### src/rtl/flagu_pkg.sv
package flagu_pkg;
  localparam int unsigned FLAGU_W    = 64;
  localparam int unsigned FLAGU_HW   = 32;
  localparam int unsigned FLAGU_NOPS = 3;
  localparam int unsigned COND_W     = 4;

  // condition field bit positions
  localparam int unsigned C_NEG  = 3;
  localparam int unsigned C_POS  = 2;
  localparam int unsigned C_ZERO = 1;
  localparam int unsigned C_SUM  = 0;

  typedef struct packed {
    logic              ca;
    logic              ca32;
    logic              ov;
    logic              so;
    logic [COND_W-1:0] cond;
  } flag_state_t;
endpackage

### src/rtl/flagu_operands.sv
module flagu_operands #(
  parameter int unsigned W    = flagu_pkg::FLAGU_W,
  parameter int unsigned NOPS = flagu_pkg::FLAGU_NOPS
) (
  input  logic [W-1:0]            opa_i,
  input  logic [W-1:0]            opb_i,
  input  logic [W-1:0]            imm_i,
  input  logic                    inv_a_i,
  input  logic                    imm_vld_i,
  output logic [NOPS-1:0][W-1:0]  ops_o,
  output logic [NOPS-1:0]         live_o
);
  // slot 0: effective first operand, slot 1: second operand,
  // slot 2 and above: immediate (only live when marked valid)
  function automatic logic [W-1:0] cond_invert(input logic [W-1:0] v, input logic inv);
    return inv ? ~v : v;
  endfunction

  for (genvar i = 0; i < NOPS; i++) begin : g_slot
    if (i == 0) begin : g_a
      assign ops_o[i]  = cond_invert(opa_i, inv_a_i);
      assign live_o[i] = 1'b1;
    end else if (i == 1) begin : g_b
      assign ops_o[i]  = opb_i;
      assign live_o[i] = 1'b1;
    end else begin : g_imm
      assign ops_o[i]  = imm_i;
      assign live_o[i] = imm_vld_i;
    end
  end
endmodule

### src/rtl/flagu_carry.sv
module flagu_carry #(
  parameter int unsigned W    = flagu_pkg::FLAGU_W,
  parameter int unsigned HW   = flagu_pkg::FLAGU_HW,
  parameter int unsigned NOPS = flagu_pkg::FLAGU_NOPS
) (
  input  logic [NOPS-1:0][W-1:0] ops_i,
  input  logic [NOPS-1:0]        live_i,
  input  logic [W-1:0]           sum_i,
  output logic                   ca_o,
  output logic                   ca32_o
);
  // a wrapped unsigned sum is below each of its addends
  function automatic logic above_full(input logic [W-1:0] op, input logic [W-1:0] s);
    return op > s;
  endfunction

  function automatic logic above_half(input logic [W-1:0] op, input logic [W-1:0] s);
    return op[HW-1:0] > s[HW-1:0];
  endfunction

  logic [NOPS-1:0] hit_full;
  logic [NOPS-1:0] hit_half;

  for (genvar i = 0; i < NOPS; i++) begin : g_cmp
    assign hit_full[i] = live_i[i] & above_full(ops_i[i], sum_i);
    assign hit_half[i] = live_i[i] & above_half(ops_i[i], sum_i);
  end

  assign ca_o   = |hit_full;
  assign ca32_o = |hit_half;
endmodule

### src/rtl/flagu_sign.sv
module flagu_sign #(
  parameter int unsigned W = flagu_pkg::FLAGU_W
) (
  input  logic [W-1:0] a_eff_i,
  input  logic [W-1:0] opb_i,
  input  logic [W-1:0] sum_i,
  output logic         ov_o,
  output logic         neg_o,
  output logic         pos_o,
  output logic         zero_o
);
  localparam int unsigned MSB = W - 1;

  function automatic logic signed_ovf(input logic sa, input logic sb, input logic sr);
    return (sa == sb) && (sr != sa);
  endfunction

  assign ov_o   = signed_ovf(a_eff_i[MSB], opb_i[MSB], sum_i[MSB]);
  assign zero_o = (sum_i == '0);
  assign neg_o  = sum_i[MSB];
  assign pos_o  = ~sum_i[MSB] & ~zero_o;
endmodule

### src/rtl/flagu_regs.sv
module flagu_regs
  import flagu_pkg::*;
(
  input  logic        clk,
  input  logic        rst_n,
  input  logic        valid_i,
  input  logic        carry_en_i,
  input  logic        ovf_en_i,
  input  logic        rec_en_i,
  input  logic        ca_calc_i,
  input  logic        ca32_calc_i,
  input  logic        ov_calc_i,
  input  logic        neg_i,
  input  logic        pos_i,
  input  logic        zero_i,
  output logic        so_next_o,
  output flag_state_t st_o
);
  flag_state_t st_q;
  logic [COND_W-1:0] cond_next;

  // summary bit after this update, used by the condition field too
  assign so_next_o = (valid_i && ovf_en_i) ? (st_q.so | ov_calc_i) : st_q.so;

  always_comb begin
    cond_next         = '0;
    cond_next[C_NEG]  = neg_i;
    cond_next[C_POS]  = pos_i;
    cond_next[C_ZERO] = zero_i;
    cond_next[C_SUM]  = so_next_o;
  end

  always_ff @(posedge clk or negedge rst_n) begin
    if (!rst_n) begin
      st_q <= '0;
    end else if (valid_i) begin
      if (carry_en_i) begin
        st_q.ca   <= ca_calc_i;
        st_q.ca32 <= ca32_calc_i;
      end
      if (ovf_en_i) begin
        st_q.ov <= ov_calc_i;
        st_q.so <= so_next_o;
      end
      if (rec_en_i) begin
        st_q.cond <= cond_next;
      end
    end
  end

  assign st_o = st_q;
endmodule

### src/rtl/arith_flag_unit.sv
module arith_flag_unit
  import flagu_pkg::*;
#(
  parameter int unsigned W  = FLAGU_W,
  parameter int unsigned HW = FLAGU_HW
) (
  input  logic          clk,
  input  logic          rst_n,
  input  logic          valid_i,
  input  logic          inv_a_i,
  input  logic          imm_vld_i,
  input  logic          carry_en_i,
  input  logic          ovf_en_i,
  input  logic          rec_en_i,
  input  logic [W-1:0]  opa_i,
  input  logic [W-1:0]  opb_i,
  input  logic [W-1:0]  imm_i,
  input  logic [W-1:0]  sum_i,
  output logic          ca_o,
  output logic          ca32_o,
  output logic          ov_o,
  output logic          so_o,
  output logic [3:0]    cond_o
);
  localparam int unsigned NOPS = FLAGU_NOPS;

  logic [NOPS-1:0][W-1:0] ops;
  logic [NOPS-1:0]        live;
  logic                   ca_calc;
  logic                   ca32_calc;
  logic                   ov_calc;
  logic                   neg_calc;
  logic                   pos_calc;
  logic                   zero_calc;
  logic                   so_next;
  flag_state_t            st;

  flagu_operands #(.W(W), .NOPS(NOPS)) u_ops (
    .opa_i(opa_i), .opb_i(opb_i), .imm_i(imm_i),
    .inv_a_i(inv_a_i), .imm_vld_i(imm_vld_i),
    .ops_o(ops), .live_o(live)
  );

  flagu_carry #(.W(W), .HW(HW), .NOPS(NOPS)) u_carry (
    .ops_i(ops), .live_i(live), .sum_i(sum_i),
    .ca_o(ca_calc), .ca32_o(ca32_calc)
  );

  flagu_sign #(.W(W)) u_sign (
    .a_eff_i(ops[0]), .opb_i(ops[1]), .sum_i(sum_i),
    .ov_o(ov_calc), .neg_o(neg_calc), .pos_o(pos_calc), .zero_o(zero_calc)
  );

  flagu_regs u_regs (
    .clk(clk), .rst_n(rst_n), .valid_i(valid_i),
    .carry_en_i(carry_en_i), .ovf_en_i(ovf_en_i), .rec_en_i(rec_en_i),
    .ca_calc_i(ca_calc), .ca32_calc_i(ca32_calc), .ov_calc_i(ov_calc),
    .neg_i(neg_calc), .pos_i(pos_calc), .zero_i(zero_calc),
    .so_next_o(so_next), .st_o(st)
  );

  assign ca_o   = st.ca;
  assign ca32_o = st.ca32;
  assign ov_o   = st.ov;
  assign so_o   = st.so;
  assign cond_o = st.cond;
endmodule

### config.mk
export PLATFORM = sky130hd
export DESIGN_NAME = arith_flag_unit
export DESIGN_NICKNAME = d
export VERILOG_FILES = /design/src/rtl/flagu_pkg.sv /design/src/rtl/flagu_operands.sv /design/src/rtl/flagu_carry.sv /design/src/rtl/flagu_sign.sv /design/src/rtl/flagu_regs.sv /design/src/rtl/arith_flag_unit.sv
export SDC_FILE = /design/constraint.sdc
export NUM_CORES = 1
export LEC_CHECK = 0
export CORE_MARGIN = 1.5
export CORE_UTILIZATION = 38
export DETAILED_ROUTE_END_ITERATION = 6
export GPL_TIMING_DRIVEN = 0
export PLACE_DENSITY = 0.79
export SLEW_MARGIN = 30
export SYNTH_ARGS = -nofsm -noshare
export SYNTH_HDL_FRONTEND = slang
export SYNTH_SLANG_ARGS = --single-unit
### constraint.sdc
create_clock -name clk -period 1 [get_ports clk]
set_clock_uncertainty 0.05 [all_clocks]
set_input_delay 0.25 -clock clk [delete_from_list [all_inputs] [get_ports clk]]
set_output_delay 0.25 -clock clk [all_outputs]
set_load 0.01 [all_outputs]
==> results.cfg, run 1 <==
[yosys]
synthTopCellsByArea = ha_1 (44%), xor2_1 (10%), a21oi_1 (7.1%), nand4_1 (5.4%), inv_1 (4.7%)
synthArstFlopShare = 1.00
synth_ff_type = dfrtp_1
syn_nets = 1137
synth-seq-area-share = 0.0366
netlist_instances = 681
synth_seq_cells = 8
synth_area_um2 = 5480
yosys_warnings = 0
synth_top_area_frac = 0.439
syn-mean-instance-area_um2 = 8.04
yosysTopAreaCell = ha_1
ys_types = 47
synth-edff-count = 0

[critical_path]
crit_fanout = 2
critical_path_class = primary input to flop
reg2reg_depth = 2
cp-end-kind = flop
crit_arrival_ps = 2440
r2r_end = u_regs.st_o[0]
rrSetupSlack_ps = -80
crit_required_ps = 1050
cp-start-kind = primary input
r2r_start = u_regs.st_o[4]

[route]
drcViolationCount = 0
wl_um = 23600
routedWlPerCell_um = 19.6
via_count = 6818
avgViaCountPerCell = 5.68
detail-route-antenna-nets = 0
dr.pass1.iters = 4
initialDrtViolationCount = 303

[pwr]
irDropWorstVdd_uv = 710
p_leak_nw = 4.77
powerDensity_nw_per_um2 = 556

[finish]
largest_reg_flops = 8
final_layout_size_suffix_gt1_frac = 0.249
area_delta_synth_final_pct = 80.0
fin_nets = 1476

[floorplanning]
die_h_um = 123
die_x_um = 123
start_util = 0.391
top_level_ports = 272
dieArea_um2 = 15100
row_count = 43
core_area_um2 = 14000

[sta]
worst_pin_slew_ps = 450
maxSlewHeadroom = 0.697
period_needed_ps = 2390
fin_crit_sh = 2.39
fmax_mhz = 419
rsz0062_at_grt = yes
setup_viol = 15
finalSetupTns_ps = -5850
finalWorstSetupSlack_ps = -1390
hold_viol = 0
finalMaxSlewViolations = 0

[flow_run]
cap_violations = 0

[min_path]
holdPathEnd = u_regs.st_o[2]
min_path_type = primary input to flop
min-delay-start = sum_i[63]
hold_depth = 2

[clock_network]
cts_buffer_depth = 2
cts_sinks = 8
root_buffer = clkbuf_16
cts.reportedPaths.clkPinSlew_ps = 40
cts_tree = built
cts_made_buffers = 3
clock_latency_ps = 230
h-tree-depth = 1

[grt]
use_met3 = 0.0517
use_met1 = 0.323
overflow = 0
grt_max_degree = 11
grt_use_total = 0.286
grt_pass1_wl_um = 33500
globalRouteMet2Util = 0.525
grt_pass1_vias = 6827
antenna_found_initial = 2
gr-max-usage-layer = met2

[status]
violations = negative setup slack
status = complete, but fails checks

[place]
dp_hpwl_um = 18400
gp_congestion = 0.914
pre_cts_ws_ps = -2220
io_buffers = 270
## where the power goes
group          internal, mW  leakage, nW  switching (mW)
combinational          2.30         4.64            2.09
sequential            0.368       0.0903          0.0330
clock                 0.517       0.0370           0.166
total                  3.19         4.77            2.29
## metrics by stage
step                      instance area, um2   util  hold WS (ps)  power, mW  cells
final                                   9850  0.704           247       5.48   1200
after global placement                  8520  0.609           414       3.94   1131
after floorplan                         5590      -         -95.6       2.24    681
after global routing                    9850  0.704           248       5.91   1200
after CTS                               9440  0.675           210       5.12   1179
after detailed placement                8520  0.609           429       4.04   1131
## critical path, stage by stage
cell	delay [ps]
clkdlybuf4s50_1	420
ha_1	330
nand4_1	140
buf_4	180
nor4_4	230
a31oi_2	170
o32a_1	220
a2111oi_2	350
a31oi_1	140
## final cells by class
type	instances	area (um2)
Timing Repair Buffer	334	3070
Inverter	69	269
Clock buffer	3	75.1
Fill cell	1048	4140
Sequential cell	8	200
Buffer	7	105
Tap cell	180	225
Multi-Input combinational cell	597	5900
Antenna cell	2	5.00
## timing repair
item                                    CTS  global route
hold buffers                              0             0
pin swaps                               110            33
hold endpoints to repair                  0             0
resized for setup                       366            63
endpoints found under the setup margin   16            15
setup buffers                            45            19
cloned                                    0             1
## kinds of logic (layout without fill, tap and decap cells)
| family | after synthesis | after routing | share of synthesized area |
|---|---|---|---|
| fa+ha+maj | 192 | 192 | 0.439 |
| compound gates | 170 | 170 | 0.194 |
| simple gates | 168 | 168 | 0.171 |
| buf+inv | 76 | 413 | 0.0523 |
| xor+xnor | 65 | 65 | 0.104 |
| flops | 8 | 8 | 0.0366 |
| mux | 2 | 2 | 0.00411 |
| other cells | 0 | 2 | 0 |
## layer usage
metal / share of wire / routed length [um] / vias up
met2: 0.49 / 11500 / 315
met3: 0.078 / 1840 / 74
met5: 0 / 0 / -
li1: - / - / 3278
met1: 0.39 / 9120 / 3151
met4: 0.046 / 1080 / 0
## cells in the mapped netlist (6+ instances only)
cell     count
o21ai_0     22
nand2_1     37
nand3_1     20
a21oi_1     78
nor2_1      10
buf_1        6
inv_1       69
xor2_1      64
nand4_1     47
nor4_1      23
dfrtp_1      8
ha_1       192
nor3_1      14
a21o_1      27
## how the worst max path moves through the flow
stage / startpoint / endpoint / slack [ps] / cells past startpoint
after detailed placement: sum_i[63] / u_regs.st_o[7] / -2220 / 10
after CTS: opa_i[26] / u_regs.st_o[7] / -1340 / 10
after global routing: sum_i[13] / u_regs.st_o[7] / -1490 / 10
final: imm_i[31] / u_regs.st_o[7] / -1390 / 9
after floorplan: inv_a_i / u_regs.st_o[7] / -1290 / 11
after global placement: sum_i[63] / u_regs.st_o[7] / -2260 / 10
## cells in the final DEF (no fill, tap or decap), types with 5 or more instances in the layout
cell type,count
clkdlybuf4s15_2,5
dfrtp_1,8
nand2_2,8
ha_1,159
ha_4,33
a21o_1,27
dlygate4sd2_1,85
nor4_4,13
clkdlybuf4s15_1,12
nor4_2,8
nor2_1,9
a21oi_2,7
o21ai_0,15
buf_2,14
nand3_1,19
buf_4,62
inv_1,20
xor2_1,61
o21ai_1,7
dlymetal6s2s_1,17
clkdlybuf4s50_1,125
buf_6,11
nand4_1,47
nor3_1,10
inv_2,45
nand2_1,30
a21oi_1,71
No activity file was read; power rests on OpenSTA's default activity.
==> run 2, diff against run 1 <==
ABC_AREA = 1   (was not set)
CORE_UTILIZATION = 42   (was 38)
SKIP_CTS_REPAIR_TIMING = 1   (was not set)
SYNTH_HIERARCHICAL = 1   (was not set)
==> results.cfg, run 2 <==
[yosys]
synth-seq-area-share = 0.0273
synth_top_area_frac = 0.328
ys_types = 26
syn-mean-instance-area_um2 = 6.04
synthArstFlopShare = 1.00
synth-edff-count = 0
yosysMostFrequentCell = nand2_1
yosys_warnings = 6
synth_seq_cells = 8
yosysTopAreaCell = ha_1
synthTopCellsByCount = nand2_1 (414), ha_1 (192), inv_1 (174), buf_4 (132), a21oi_1 (96)
synth_area_um2 = 7330
synth_ff_type = dfrtp_1
netlist_instances = 1213
synthTopCellsByArea = ha_1 (33%), nand2_1 (21%), buf_4 (14%), inv_1 (8.9%), a21oi_1 (6.6%)

[critical_path]
crit_path_frequent_cell = nand2_1
cp_slowest_stage_delay_ps = 320
critical_path_class = primary input to flop
crit_path_cell_trace = buf_12 -> clkbuf_16 -> clkbuf_16 -> nand2_1 -> nand2_1 -> ha_1 -> nand2_2 -> nor2_4 -> nand2_2 -> nor3_4 -> nand4_1 -> o21a_1 -> nand2_1 -> nand3_2 -> nand3_2 -> nand2_1
cp-end-kind = flop
cp.buffers_inverters = 3
crit_fanout = 7
critical-path-top-delay-family = simple AND/OR/NAND/NOR gates
crit_arrival_ps = 2230
cp-start-kind = primary input
cpMaxStageDelayCell = ha_1
crit_required_ps = 1070

[grt]
grt_use_total = 0.216
grt_max_degree = 11
antenna_found_initial = 1
grt_pass1_vias = 7171
overflow = 0
grt_pass1_wl_um = 32000

[clock_network]
clock_latency_ps = 230
cts_buffer_depth = 2
cts_sinks = 8
root_buffer = clkbuf_16
h-tree-depth = 1
cts.reportedPaths.clkPinSlew_ps = 40
cts_tree = built
cts_made_buffers = 3

[route]
initialDrtViolationCount = 316
detail-route-antenna-nets = 0
avgViaCountPerCell = 4.90
via_count = 7832
dr.pass1.iters = 4
routedWlPerCell_um = 14.5
wl_um = 23200
drcViolationCount = 0

[pwr]
irDropWorstVdd_uv = 476
powerDensity_nw_per_um2 = 517
p_leak_nw = 5.83

[place]
dp_hpwl_um = 18500
post_dp_cell_area_um2 = 9050
io_buffers = 142
gp_congestion = 0.912
pre_cts_ws_ps = -2110

[sta]
setup_viol = 13
timing.hold.ws_ps = 241
fmax_mhz = 462
finalWorstSetupSlack_ps = -1160
finalMaxSlewViolations = 0
period_needed_ps = 2160
hold_viol = 0
finalSetupTns_ps = -3360
rsz0062_at_grt = yes
fin_crit_sh = 2.16

[finish]
final_layout_size_suffix_gt1_frac = 0.317
final_cell_mix = nand2_1 (359), ha_1 (159), inv_1 (148), buf_4 (145), a21oi_1 (83)
area_delta_synth_final_pct = 38.7
final_common_cell = nand2_1
largest_reg_flops = 8
final_cell_area_um2 = 10200
fin_nets = 1831
antenna_cells = 0

[floorplanning]
core_area_um2 = 17200
die_x_um = 135
die_h_um = 135
row_count = 48
top_level_ports = 272
dieArea_um2 = 18200
start_util = 0.427

[flow_run]
cap_violations = 0

[min_path]
min_path_type = primary input to flop

[status]
status = complete, but fails checks
violations = negative setup slack
-- run 2: changes by cell type in the layout (fill, tap and decap cells not counted), moves of 29 or more --
cell and change:
nand2_1 +329, nor2_1 +29, inv_1 +128, clkbuf_2 +37, nand2_2 +40, nand4_1 -32, dlygate4sd2_1 -85, buf_4 +83
nor2_2 +29, xor2_1 -61, clkdlybuf4s50_1 -81
-- run 2: worst paths after layout --
| check | slack [ps] | start | endpoint | cells past startpoint |
|---|---|---|---|---|
| setup / recovery | -1160 | inv_a_i | u_regs/st_o[7] | 16 |
| hold / removal | 240 | sum_i[63] | u_regs/st_o[2] | 4 |
| setup reg to reg | 110 | u_regs/st_o[4] | u_regs/st_o[0] | 5 |
| hold reg to reg | 440 | u_regs/st_o[2] | u_regs/st_o[2] | 2 |
| max in group asynchronous | 360 | rst_n | u_regs/st_o[0] | 1 |
| min in group asynchronous | 260 | rst_n | u_regs/st_o[5] | 1 |
-- run 2: power by group --
group	total, mW	switching (mW)	leakage [nW]	internal [mW]
sequential	0.386	0.0246	0.0963	0.361
clock	0.672	0.156	0.0370	0.515
combinational	4.20	2.13	5.70	2.07
-- run 2: per-layer routing --
layer | track usage | share of wire | up-vias
met4 | 0.0460 | 0.024 | 2
met1 | 0.254 | 0.40 | 3460
met5 | 0 | 0.00056 | -
met2 | 0.413 | 0.51 | 263
li1 | - | - | 4052
met3 | 0.0289 | 0.065 | 55
-- run 2: cells by family after synthesis --
group                      count (synthesis)  synth area share
buffers and inverters                    321             0.244
DFF                                        8            0.0273
other                                      1          0.000512
and+or+nand+nor                          550             0.297
AOI/OAI and AO/OA                        141             0.104
adders and majority gates                192             0.328
-- run 2: layout make-up --
type	instances	area (um2)
fillers	1586	7020
multi-input cells	885	6310
repair buffers	156	1480
plain buffers	145	1150
inverters	176	666
well taps	225	282
flip-flops and latches	8	200
clock buffers	3	75.1
-- run 2: through the flow --
stage,instances,util,total power [mW]
after CTS,1584,0.531,4.65
final,1598,0.592,5.25
after floorplan,1214,-,2.69
after global routing,1598,0.592,5.79
after global placement,1581,0.527,3.83
after detailed placement,1581,0.527,3.96
-- run 2: tightest hold or removal path, delay by kind of cell --
| kind | cells | cell delay (ps) |
|---|---|---|
| AO/OA/AOI/OAI | 1 | 40 |
| buffers and inverters | 1 | 110 |
| AND/OR/NAND/NOR | 2 | 90 |
